===== src/rtl/tamper_pkg.sv =====
package tamper_pkg;
    localparam int unsigned ADDR_CTRL = 0;
    localparam int unsigned ADDR_STAT = 1;
endpackage


===== src/rtl/tamper_cfg.sv =====
module tamper_cfg #(
    parameter int unsigned NUM_CH = 4,
    parameter int unsigned ACT_W  = 2,
    parameter int unsigned CFG_W  = NUM_CH*ACT_W + 2
) (
    input  logic                    clk,
    input  logic                    rst_n,
    input  logic                    wr_i,
    input  logic [CFG_W-1:0]        wdata_i,
    output logic [NUM_CH*ACT_W-1:0] act_o,
    output logic                    ev_en_o,
    output logic                    irq_en_o
);
    localparam int unsigned ACT_BITS = NUM_CH*ACT_W;

    typedef struct packed {
        logic                irq_en;
        logic                ev_en;
        logic [ACT_BITS-1:0] act;
    } cfg_t;

    cfg_t cfg_d, cfg_q;

    always_comb begin
        cfg_d = cfg_q;
        if (wr_i) begin
            cfg_d = cfg_t'(wdata_i);
        end
    end

    always_ff @(posedge clk or negedge rst_n) begin
        if (!rst_n) begin
            cfg_q <= '0;
        end else begin
            cfg_q <= cfg_d;
        end
    end

    assign act_o    = cfg_q.act;
    assign ev_en_o  = cfg_q.ev_en;
    assign irq_en_o = cfg_q.irq_en;
endmodule


===== src/rtl/tamper_status.sv =====
module tamper_status #(
    parameter int unsigned ST_W = 5
) (
    input  logic            clk,
    input  logic            rst_n,
    input  logic [ST_W-1:0] set_i,
    input  logic [ST_W-1:0] clr_i,
    output logic [ST_W-1:0] status_o
);
    typedef struct packed {
        logic [ST_W-1:0] flags;
    } st_t;

    st_t st_d, st_q;

    always_comb begin
        st_d = st_q;
        // Clearing happens first, so a detection in the same cycle keeps its bit set.
        st_d.flags = (st_q.flags & ~clr_i) | set_i;
    end

    always_ff @(posedge clk or negedge rst_n) begin
        if (!rst_n) begin
            st_q <= '0;
        end else begin
            st_q <= st_d;
        end
    end

    assign status_o = st_q.flags;
endmodule


===== src/rtl/tamper_evctl.sv =====
module tamper_evctl
    import tamper_pkg::*;
#(
    parameter int unsigned NUM_CH = 4,
    parameter int unsigned ACT_W  = 2,
    parameter int unsigned ADDR_W = 1,
    parameter int unsigned DATA_W = NUM_CH*ACT_W + 2
) (
    input  logic              clk,
    input  logic              rst_n,
    input  logic [NUM_CH-1:0] det_i,
    input  logic              evt_i,
    input  logic              reg_we,
    input  logic [ADDR_W-1:0] reg_addr,
    input  logic [DATA_W-1:0] reg_wdata,
    output logic [DATA_W-1:0] reg_rdata,
    output logic              irq_o
);
    localparam int unsigned ST_W     = NUM_CH + 1;
    localparam int unsigned ACT_BITS = NUM_CH*ACT_W;

    logic [ACT_BITS-1:0] act;
    logic                ev_en;
    logic                irq_en;
    logic [NUM_CH-1:0]   en_mask;
    logic [ST_W-1:0]     set_mask;
    logic [ST_W-1:0]     clr_mask;
    logic [ST_W-1:0]     status;
    logic                sel_ctrl;
    logic                sel_stat;

    assign sel_ctrl = (reg_addr == ADDR_W'(ADDR_CTRL));
    assign sel_stat = (reg_addr == ADDR_W'(ADDR_STAT));

    tamper_cfg #(
        .NUM_CH (NUM_CH),
        .ACT_W  (ACT_W),
        .CFG_W  (DATA_W)
    ) i_cfg (
        .clk      (clk),
        .rst_n    (rst_n),
        .wr_i     (reg_we && sel_ctrl),
        .wdata_i  (reg_wdata),
        .act_o    (act),
        .ev_en_o  (ev_en),
        .irq_en_o (irq_en)
    );

    for (genvar ch = 0; ch < NUM_CH; ch++) begin : g_gate
        assign en_mask[ch]  = |act[ch*ACT_W +: ACT_W];
        assign set_mask[ch] = det_i[ch] & en_mask[ch];
    end
    assign set_mask[NUM_CH] = evt_i & ev_en;

    assign clr_mask = (reg_we && sel_stat) ? reg_wdata[ST_W-1:0] : '0;

    tamper_status #(
        .ST_W (ST_W)
    ) i_status (
        .clk      (clk),
        .rst_n    (rst_n),
        .set_i    (set_mask),
        .clr_i    (clr_mask),
        .status_o (status)
    );

    always_comb begin
        reg_rdata = '0;
        if (sel_ctrl) begin
            reg_rdata = {irq_en, ev_en, act};
        end else if (sel_stat) begin
            reg_rdata[ST_W-1:0] = status;
        end
    end

    assign irq_o = irq_en & (|status);
endmodule


===== config.mk =====
export PLATFORM = sky130hd
export DESIGN_NAME = tamper_evctl
export DESIGN_NICKNAME = d
export VERILOG_FILES = /design/src/rtl/tamper_pkg.sv /design/src/rtl/tamper_cfg.sv /design/src/rtl/tamper_status.sv /design/src/rtl/tamper_evctl.sv
export SDC_FILE = /design/constraint.sdc
export NUM_CORES = 1
export LEC_CHECK = 0
export BUFFER_PORTS_ARGS = -buffer_cell sky130_fd_sc_hd__buf_2
export CORE_MARGIN = 5
export CORE_UTILIZATION = 35
export CTS_CLUSTER_SIZE = 12
export DETAILED_ROUTE_END_ITERATION = 7
export PLACE_DENSITY = 0.71
export REMOVE_ABC_BUFFERS = 1
export SYNTH_ARGS = -nofsm -noshare
export SYNTH_HDL_FRONTEND = slang
export SYNTH_HIERARCHICAL = 1
export SYNTH_SLANG_ARGS = --single-unit

===== constraint.sdc =====
create_clock -name clk -period 1.35 [get_ports clk]
set_input_delay 0.135 -clock clk [delete_from_list [all_inputs] [get_ports clk]]
set_output_delay 0.135 -clock clk [all_outputs]
set_load 0.005 [all_outputs]

# [Word-level counts from Yosys, hierarchy flattened]
# Index checks and enable logic that the tools add are counted.
[classes] addsub=0 mul=0 n_div=0 magnitude_cmp=0 eq_ne=0 shifts=0 n_mux=3 bitwise_logic=10 n_reduce_logical=7
[op_table] operator="$mux W5" n=3
[op_table] operator="$reduce_or A2 Y1" n=4
[op_table] operator="$and A1 B1 Y1" n=6
[op_table] operator="$and A5 B5 Y5" n=1
[op_table] operator="$not A5 Y5" n=1
[op_table] operator="$or A5 B5 Y5" n=1
[op_table] operator="$reduce_or A5 Y1" n=1
[op_table] operator="$logic_and A1 B1 Y1" n=2
[op_table] operator="$not A1 Y1" n=1
[totals] ff_bits=15 latch_bits=0 ramBits=0 mem_bits_ro=0 input_bits=19 output_inout_bits=11 wordCells=24 n_memories=0

# [Longest topological paths before layout]
# Gate-level depths: netlist of the first run.
[logic_depth] depth_word=5 ltp_mapped=5 mapped_depth_nobuf=3

# [Cells and area by module]
# The synthesis of the first run kept the hierarchy.
[modules_own_cells] mod="tamper_cfg" n_inst=1 cells_each=21 area_per_inst_um2=411.6 seq_area_each_um2=250.2
[modules_own_cells] mod="tamper_evctl" n_inst=1 cells_each=25 area_per_inst_um2=185.2 seq_area_each_um2=0.0
[modules_own_cells] mod="tamper_status" n_inst=1 cells_each=15 area_per_inst_um2=181.4 seq_area_each_um2=125.1

# [Worst setup path after synthesis of the first run]
# OpenSTA, ideal clock, no wires.
[synth_path] path_type="input-to-reg" startpoint="input reg_addr" endpoint="register i_cfg.cfg_q, in the netlist i_cfg/act_o[0]" setup_ns=0.125 arrival_time_ns=1.066 required_time_ns=1.225 setup_slack_ns=0.159 path_stages=5 n_path_buf=3 path_cell_list="buf_2 > clkbuf_1 > nor2b_1 > buf_6 > mux2_4"
[synth_via] elab_chain_len=2
[synth_rtl] item="start: declaration" line_no="tamper_evctl.sv:14" source="input logic [ADDR_W-1:0] reg_addr,"
[synth_rtl] item="$not A1 Y1" line_no="tamper_evctl.sv:32" source="assign sel_ctrl = (reg_addr == ADDR_W'(ADDR_CTRL));"
[synth_rtl] item="$logic_and A1 B1 Y1" line_no="tamper_evctl.sv:42" source=".wr_i (reg_we && sel_ctrl),"
[synth_rtl] item="end signal: assignment" line_no="tamper_cfg.sv:35" source="cfg_q <= cfg_d;"
[synth_rtl] item="end: declaration" line_no="tamper_cfg.sv:22" source="cfg_t cfg_d, cfg_q;"
# Every way passes these cells.
# A chain may end at the register's enable or synchronous reset.

# [Worst setup path after layout of the first run]
[layout_path] startpoint="register i_status.st_q, in the netlist i_status/status_o[0]" endpoint="output irq_o"
[layout_via] elab_chain_len=2
[layout_rtl] item="start: declaration" line_no="tamper_status.sv:14" source="st_t st_d, st_q;"
[layout_rtl] item="start signal: assignment" line_no="tamper_status.sv:26" source="st_q <= st_d;"
[layout_rtl] item="$reduce_or A5 Y1" line_no="tamper_evctl.sv:76" source="assign irq_o = irq_en & (|status);"
[layout_rtl] item="$and A1 B1 Y1" line_no="tamper_evctl.sv:76"
[layout_rtl] item="end: declaration" line_no="tamper_evctl.sv:17" source="output logic irq_o"
# Every way passes these cells.

==> run_results.csv, run 1 <==
group,metric,value,unit
run_status,status,"finished, violations left",
run_status,violations,"negative setup slack",
synthesis,ys_ff_latch,15,
drt,wl_per_cell,12.8,um
timing,fmax,615,MHz
timing,maxSlewHeadroom,77.8,%
finish,antenna_cells,0,
global_route,globalRouteTotalUtil,10.9,%
placed_design,place_inst,118,
floorplan,dieWidth,57.2,um
finish,fillers,219,
timing,setup_viol,2,
global_route,overflow,0,
clocking,clkLatencyLatePin,0.28,ns
clocking,cts_sinks,15,
finish,area_delta_synth_final,33.8,%
finish,final_cell_mix,"28 x buf_2, 15 x dfrtp_1, 12 x mux2_4",
synthesis,yosysSeqAreaShare,48.2,%
synthesis,synth_area_leaders,"dfrtp_1 48%, mux2_4 19%, mux2_2 7.2%",
synthesis,synth_top_area_share,48.2,%
synthesis,ys_types,13,
timing,slew_violations,0,
timing,finalHoldViolations,0,
drt,drc_errors,0,
timing,fin_crit,1.63,ns
clocking,clk_pin_slew,0.08,ns
timing,layout_setup_ws,-0.277,ns
finish,layout_commonest_cell,"buf_2",
worst_setup_path,max_stage_delay,0.53,ns
worst_setup_path,required,1.22,ns
synthesis,syn_area_per_cell,12.8,um2
drt,dr.pass1.iters,2,
floorplan,io_pins,30,
worst_setup_path,worstSetupStartpointType,"flop",
worst_setup_path,crit_slowest_cell,"or4_4",
global_route,grt_start_max_net_pins,17,
global_route,grt_pass1_vias,652,
finish,drive_gt1_share,55.1,%
clocking,htree_levels,1,
synthesis,syn_inst,61,
clocking,cts.path.max_buffers,2,
worst_setup_path,worst-setup-path-type,"flop to output pin",
timing,worst_pin_slew,0.333,ns
worst_setup_path,path_cells,"or4_4 > o21a_1 > buf_2",
placed_design,io_buffer_count,29,
timing,rsz0062_at_grt,"true",
placed_design,gp_congestion,0.702,
drt,ant_nets,0,
worst_setup_path,crit_family,"simple AND/OR/NAND/NOR gates",
drt,via_count,577,
timing,final_min_period_over_clock_period,121,%
global_route,grt_pass1_wl,2.74,mm
worst_setup_path,critPathMaxFanout,2,
placed_design,hpwl,1.24,mm
worst_hold_path,min_path_type,"input pin to flop",
drt,drtIter0Drc,2,
pwr,peakVddDrop,680,uV
floorplan,dieArea,3270,um2
floorplan,core-area,2170,um2
drt,wl,1.61,mm
job,maxCapViolations,0,
pwr,p_leak,0.521,nW
drt,viasPerCell,4.58,
synthesis,ys_warn_count,6,
global_route,grt_antenna_before_repair,0,
finish,finalNonFillerCells,126,
synthesis,syn_area,778,um2
worst_setup_path,path_buf_inv,1,
worst_setup_path,cp.arrival,1.49,ns
finish,nNetsFinal,118,
clocking,cts_tree,"yes",
floorplan,dieHeight,57.2,um
worst_setup_path,cp-end-kind,"output pin",
clocking,cts_buffers,3,
floorplan,start_util,35.9,%
timing,fin_setup_tns,-0.348,ns
floorplan,row_count,17,
clocking,cts_root_buf,"clkbuf_4",
timing,skew,0.00327,ns
pwr,power.density,1060,nW/um2
synthesis,yosys.area.top_type,"dfrtp_1",
-- layer usage --
layer  vias up  routed length (um)  global-route usage, %
met5         -                   0                      0
met4         0                   0                  0.993
met3         0                 159                   6.11
met2        24                 749                   19.1
met1       267                 701                   11.9
li1        286                   -                      -
-- power by group --
group	internal [W]	switching (W)
combinational	0.000202	0.0000965
clock	0.000115	0.000131
sequential	0.000513	0.0000497
-- final cells by class --
class	count	area, um2	area share, %
sequential	15	375	36.1
multi-input combinational	38	375	36.1
timing repair buffer	36	210	20.2
tap	28	35.0	3.37
clock buffer	4	26.3	2.52
inverter	5	18.8	1.80
-- kinds of logic (layout without fill, tap and decap cells) --
kind of cell    Yosys count  count (layout)  share of synthesized area (%)
simple gates             13              13                           10.6
buf+inv                   8              45                           4.98
compound gates           10              10                           9.65
mux                      15              15                           26.5
flops                    15              15                           48.2
-- path summary, 6_finish.rpt --
path,start,endpoint,slack [ns],depth (start not counted)
setup / recovery,i_status/status_o[0]$_DFF_PN0_,irq_o,-0.28,3
hold / removal,reg_wdata[9],i_cfg/irq_en_o$_DFFE_PN0P_,0.08,2
setup reg to reg,i_status/status_o[0]$_DFF_PN0_,i_status/status_o[0]$_DFF_PN0_,0.47,3
hold reg to reg,i_status/status_o[3]$_DFF_PN0_,i_status/status_o[3]$_DFF_PN0_,0.51,1
max in group asynchronous,rst_n,i_cfg/act_o[7]$_DFFE_PN0P_,0.81,2
min in group asynchronous,rst_n,i_cfg/ev_en_o$_DFFE_PN0P_,0.29,2
-- what timing repair did --
| action | in CTS | in global routing |
|---|---|---|
| hold buffers | 1 | 0 |
| endpoints found under the setup margin | 1 | 4 |
| pin swaps | 1 | 0 |
| gates resized for setup | 0 | 5 |
| setup buffers | 2 | 1 |
| hold endpoints to repair | 15 | 0 |
-- synthesized netlist by cell type --
library cell   n
buf_2          1
clkbuf_1       1
mux2_4        10
o21a_1         5
mux2_2         5
inv_1          5
and2_1         1
dfrtp_1       15
buf_6          1
nor2b_1        6
and3_1         5
a21o_1         5
or4_1          1
-- metrics by stage --
step	utilization, %	hold slack [ns]	cell area [um2]	worst slack (ns)	power, W
final	48.0	0.0837	1040	-0.277	0.00111
after CTS	46.7	0.0753	1010	-0.284	0.00110
after global placement	44.3	0.0535	961	0.0386	0.000831
after detailed placement	44.3	0.0599	961	0.0327	0.000838
after global routing	48.0	0.0737	1040	-0.329	0.00117
after floorplan	-	-0.161	758	-0.0112	0.000715
-- sequential cells by signal (all words and copies together), names as in the netlist --
signal / flops
i_cfg/act_o: 8
i_cfg/ev_en_o: 1
i_cfg/irq_en_o: 1
i_status/status_o: 5
Note: power is estimated with default switching activity, not from simulation.
==> run 2, diff against run 1 <==
--- a/config.mk
+++ b/config.mk
@@ -10,6 +10,7 @@
 export CORE_UTILIZATION = 35
 export CTS_CLUSTER_SIZE = 12
 export DETAILED_ROUTE_END_ITERATION = 7
+export MAX_ROUTING_LAYER = met4
 export PLACE_DENSITY = 0.71
 export REMOVE_ABC_BUFFERS = 1
 export SYNTH_ARGS = -nofsm -noshare
==> run 2 against run 1 <==
  * The flow still finishes with violations (negative setup slack)
  * First-iteration DRC count stayed put
  * Critical path type unchanged
  * Highest routed layer unchanged
  * Flip-flop and latch count did not move
  * Wire length stayed put
  * Non-clock buffer count unchanged
  * Critical endpoint unchanged
  * Die area is the same
  * Final cell count did not move
==> run_results.csv, run 2 (same netlist as run 1, synthesis figures left out) <==
group,metric,value,unit
run_status,status,"finished, violations left",
run_status,violations,"negative setup slack",
finish,largest_reg_flops,8,
global_route,globalRouteTotalUtil,11.2,%
finish,nNetsFinal,118,
finish,antenna_cells,0,
timing,rsz0062_at_grt,"true",
pwr,intPower,0.000830,W
worst_setup_path,path_buf_inv,1,
drt,viasPerCell,4.58,
worst_setup_path,max_stage_delay,0.53,ns
worst_setup_path,cp.arrival,1.49,ns
worst_setup_path,required,1.22,ns
timing,maxSlewHeadroom,77.8,%
timing,skew,0.00331,ns
clocking,cts_buffers,3,
clocking,clkLatencyLatePin,0.28,ns
worst_setup_path,cp-end-kind,"output pin",
floorplan,dieArea,3270,um2
worst_setup_path,crit_slowest_cell,"or4_4",
clocking,htree_levels,1,
floorplan,row_count,17,
drt,drc_errors,0,
timing,fmax,615,MHz
worst_setup_path,path_cells,"or4_4 > o21a_1 > buf_2",
timing,final_min_period_over_clock_period,121,%
placed_design,pre_cts_slack,0.0327,ns
placed_design,hpwl,1.24,mm
drt,dr.pass1.iters,2,
worst_setup_path,worstSetupStartpointType,"flop",
timing,setup_viol,2,
pwr,p_seq_share,50.9,%
global_route,grt_pass1_vias,652,
clocking,cts_tree,"yes",
timing,slew_violations,0,
global_route,grt_start_max_net_pins,17,
timing,hold_slack,0.0838,ns
drt,ant_nets,0,
pwr,comb_power_share,27.0,%
floorplan,core-area,2170,um2
drt,wl_per_cell,12.8,um
worst_setup_path,crit_family,"simple AND/OR/NAND/NOR gates",
worst_setup_path,rrSetupSlack,0.47,ns
global_route,grt_antenna_before_repair,0,
timing,layout_setup_ws,-0.277,ns
worst_hold_path,min_path_type,"input pin to flop",
clocking,cts.path.max_buffers,2,
timing,fin_crit,1.63,ns
worst_setup_path,worst-setup-path-type,"flop to output pin",
pwr,peakVddDrop,680,uV
floorplan,io_pins,30,
drt,via_count,577,
global_route,grt_pass1_wl,2.74,mm
worst_setup_path,critPathMaxFanout,2,
pwr,p_total,0.00111,W
drt,drtIter0Drc,2,
finish,finalNonFillerCells,126,
floorplan,dieHeight,57.2,um
pwr,p_clk_share,22.2,%
finish,fin_util,48.0,%
finish,layout_commonest_cell,"buf_2",
clocking,cts_root_buf,"clkbuf_4",
finish,drive_gt1_share,55.1,%
timing,worst_pin_slew,0.333,ns
clocking,cts_sinks,15,
timing,finalHoldViolations,0,
placed_design,place_inst,118,
drt,wl,1.61,mm
floorplan,dieWidth,57.2,um
job,maxCapViolations,0,
pwr,power.density,1060,nW/um2
finish,final_cell_mix,"28 x buf_2, 15 x dfrtp_1, 12 x mux2_4",
placed_design,io_buffer_count,29,
floorplan,start_util,35.9,%
global_route,overflow,0,
finish,area_delta_synth_final,33.8,%
pwr,sw_frac_of_total,25.0,%
pwr,p_leak,0.521,nW
placed_design,gp_congestion,0.709,
pwr,p_sw,0.000277,W
clocking,clk_pin_slew,0.08,ns
[run 2: cell counts in the layout (fill, tap and decap cells not counted)]
Identical to the previous run, type by type.
[run 2: final timing paths]
path | startpoint | endpoint | cells past startpoint
worst max-delay path | i_status/status_o[0]$_DFF_PN0_ | irq_o | 3
worst min-delay path | reg_wdata[9] | i_cfg/irq_en_o$_DFFE_PN0P_ | 2
worst max register to register | i_status/status_o[0]$_DFF_PN0_ | i_status/status_o[0]$_DFF_PN0_ | 3
worst min register to register | i_status/status_o[3]$_DFF_PN0_ | i_status/status_o[3]$_DFF_PN0_ | 1
max in group asynchronous | rst_n | i_cfg/act_o[7]$_DFFE_PN0P_ | 2
min in group asynchronous | rst_n | i_cfg/ev_en_o$_DFFE_PN0P_ | 2
[run 2: layout make-up]
cell class / count / area (um2)
flip-flops and latches: 15 / 375
repair buffers: 36 / 210
clock buffers: 4 / 26.3
well taps: 28 / 35.0
multi-input cells: 38 / 375
inverters: 5 / 18.8
fillers: 219 / 1130
[run 2: through the flow]
step                      setup TNS, ns  area [um2]
after floorplan                  -0.112         758
after global placement                0         961
after detailed placement              0         961
after CTS                        -0.284        1010
after global routing             -0.465        1040
final                            -0.348        1040
[run 2: timing repair]
action / in CTS / in global routing
pin swaps: 1 / 0
hold buffers: 1 / 0
endpoints found under the hold margin: 15 / 0
endpoints found under the setup margin: 1 / 4
gates resized for setup: 0 / 5
setup buffers: 2 / 1
[run 2: power by group through the flow]
stage / Sequential (W) / Combinational (W) / Clock, W
after floorplan: 0.000555 / 0.000160 / 0
after global placement: 0.000566 / 0.000265 / 0
after detailed placement: 0.000570 / 0.000268 / 0
after CTS: 0.000561 / 0.000282 / 0.000255
after global routing: 0.000573 / 0.000328 / 0.000273
final: 0.000563 / 0.000298 / 0.000245
[run 2: per-layer routing]
metal / vias up / wire (um) / global-route usage, %
li1: 286 / - / -
met1: 267 / 723 / 12.3
met2: 24 / 748 / 19.1
met3: 0 / 138 / 5.43
met4: 0 / 0 / 0.993
met5: - / 0 / -
==> run 3, diff against run 2 <==
--- a/config.mk
+++ b/config.mk
@@ -10,6 +10,7 @@
 export CORE_UTILIZATION = 35
 export CTS_CLUSTER_SIZE = 12
 export DETAILED_ROUTE_END_ITERATION = 7
+export HOLD_SLACK_MARGIN = 0.15
 export MAX_ROUTING_LAYER = met4
 export PLACE_DENSITY = 0.71
 export REMOVE_ABC_BUFFERS = 1
==> run 3 against run 2 <==
  * The flow still finishes with violations (negative setup slack)
  * Via count increased by 6.9%
  * Non-clock buffer count increased by 12
  * Hold slack improved by 0.073 ns
  * Total power increased by 2.3%
  * Die area unchanged
  * Critical path type unchanged
  * Critical endpoint unchanged
  * Largest cell class unchanged
  * Largest power group unchanged
==> run_results.csv, run 3 (same netlist as run 1, synthesis figures left out) <==
group,metric,value,unit
run_status,status,"finished, violations left",
run_status,violations,"negative setup slack",
timing,layout_setup_ws,-0.276,ns
drt,drtIter0Drc,2,
pwr,power.density,975,nW/um2
timing,skew,0.00277,ns
clocking,cts.path.max_buffers,2,
pwr,peakVddDrop,677,uV
pwr,p_clk_share,21.6,%
drt,drc_errors,0,
timing,fin_crit,1.63,ns
worst_setup_path,rrSetupSlack,0.47,ns
clocking,cts_root_buf,"clkbuf_4",
clocking,cts_buffers,3,
pwr,comb_power_share,28.7,%
drt,wl_per_cell,12.3,um
global_route,grt_start_max_net_pins,17,
timing,finalHoldViolations,0,
worst_setup_path,timing.rr.start,"i_status/status_o[0]$_DFF_PN0_",
finish,nNetsFinal,130,
worst_hold_path,holdPathEnd,"i_status/status_o[4]$_DFF_PN0_",
global_route,grt_pass1_wl,2.93,mm
worst_hold_path,min_from,"evt_i",
clocking,htree_levels,1,
placed_design,io_buffer_count,29,
pwr,p_sw,0.000280,W
pwr,intPower,0.000852,W
finish,fin_area,1160,um2
global_route,globalRouteTotalUtil,11.9,%
finish,final_cell_mix,"28 x buf_2, 15 x dfrtp_1, 13 x dlygate4sd3_1",
floorplan,io_pins,30,
placed_design,pre_cts_slack,0.0327,ns
finish,antenna_cells,0,
finish,largest_reg_flops,8,
clocking,clkLatencyLatePin,0.27,ns
timing,fin_setup_tns,-0.346,ns
worst_setup_path,r2r_end,"i_status/status_o[0]$_DFF_PN0_",
floorplan,core-area,2170,um2
global_route,grt_pass1_vias,703,
global_route,grt_antenna_before_repair,0,
worst_hold_path,hold_path_depth,3,
job,maxCapViolations,0,
worst_setup_path,rr_worst_depth,3,
finish,area_delta_synth_final,49.2,%
timing,setup_viol,2,
clocking,clk_pin_slew,0.08,ns
floorplan,dieHeight,57.2,um
clocking,cts_sinks,15,
timing,maxSlewHeadroom,77.7,%
worst_setup_path,cp.arrival,1.49,ns
worst_setup_path,cp-end-kind,"output pin",
timing,final_min_period_over_clock_period,120,%
worst_setup_path,required,1.22,ns
drt,ant_nets,0,
timing,slew_violations,0,
floorplan,row_count,17,
floorplan,start_util,35.9,%
timing,rsz0062_at_grt,"true",
floorplan,dieArea,3270,um2
drt,wl,1.69,mm
placed_design,hpwl,1.24,mm
drt,via_count,617,
pwr,p_leak,0.571,nW
clocking,cts_tree,"yes",
finish,regArea,375,um2
timing,fmax,615,MHz
worst_setup_path,worst-setup-path-type,"flop to output pin",
finish,drive_gt1_share,49.1,%
pwr,p_seq_share,49.7,%
finish,fillers,205,
worst_hold_path,min_path_type,"input pin to flop",
worst_setup_path,worstSetupStartpointType,"flop",
drt,dr.pass1.iters,2,
global_route,overflow,0,
placed_design,gp_congestion,0.709,
finish,multi_input_comb_area,375,um2
floorplan,dieWidth,57.2,um
timing,worst_pin_slew,0.335,ns
worst_setup_path,critPathMaxFanout,2,
placed_design,post_dp_cell_area,961,um2
pwr,sw_frac_of_total,24.7,%
finish,layout_commonest_cell,"buf_2",
drt,viasPerCell,4.47,
## run 3: changes by cell type in the layout (fill, tap and decap cells not counted)
cell and change:
dlygate4sd3_1 +12
## run 3: metal layers
| metal | vias up | part of all wire [%] | track usage, % |
|---|---|---|---|
| li1 | 308 | - | - |
| met1 | 285 | 45 | 13.0 |
| met2 | 24 | 48 | 20.6 |
| met3 | 0 | 7.9 | 5.43 |
| met4 | 0 | 0 | 0.993 |
| met5 | - | 0 | - |
## run 3: timing repair
action	CTS	global route
gates resized for setup	0	5
hold buffers	13	0
setup endpoints to repair	1	4
setup buffers	2	1
hold endpoints to repair	27	0
pin swaps	1	0
## run 3: layout make-up
class | count | area share (%)
Tap cell | 28 | 3.02
Inverter | 5 | 1.62
Sequential cell | 15 | 32.3
Multi-Input combinational cell | 38 | 32.3
Timing Repair Buffer | 48 | 28.4
Clock buffer | 4 | 2.26
## run 3: critical path, stage by stage, from the launching register on
cell     delay, ns
dfrtp_1       0.39
or4_4         0.53
o21a_1        0.18
buf_2         0.12
## run 3: worst max path at each step
stage	startpoint	endpoint	slack (ns)	cells past startpoint
after global routing	i_status/status_o[0]$_DFF_PN0_	irq_o	-0.33	3
after CTS	i_status/status_o[0]$_DFF_PN0_	irq_o	-0.28	3
after global placement	i_status/status_o[2]$_DFF_PN0_	irq_o	0.04	3
after detailed placement	i_status/status_o[2]$_DFF_PN0_	irq_o	0.03	3
after floorplan	reg_we	i_cfg/act_o[0]$_DFFE_PN0P_	-0.01	2
final	i_status/status_o[0]$_DFF_PN0_	irq_o	-0.28	3
## run 3: per-stage QoR
stage | utilization (%) | power, W | hold slack, ns | std cells
final | 53.5 | 0.00113 | 0.157 | 138
after global routing | 53.5 | 0.00120 | 0.162 | 138
after CTS | 52.2 | 0.00113 | 0.153 | 137
after detailed placement | 44.3 | 0.000838 | 0.0599 | 118
after global placement | 44.3 | 0.000831 | 0.0535 | 118
after floorplan | - | 0.000715 | -0.161 | 58
## run 3: power groups by stage
stage | Combinational [W] | Clock (W) | Sequential (W)
2_1_floorplan | 0.000160 | 0 | 0.000555
3_3_place_gp | 0.000265 | 0 | 0.000566
3_5_place_dp | 0.000268 | 0 | 0.000570
4_1_cts | 0.000309 | 0.000255 | 0.000561
5_1_grt | 0.000356 | 0.000274 | 0.000573
6_report | 0.000325 | 0.000244 | 0.000563
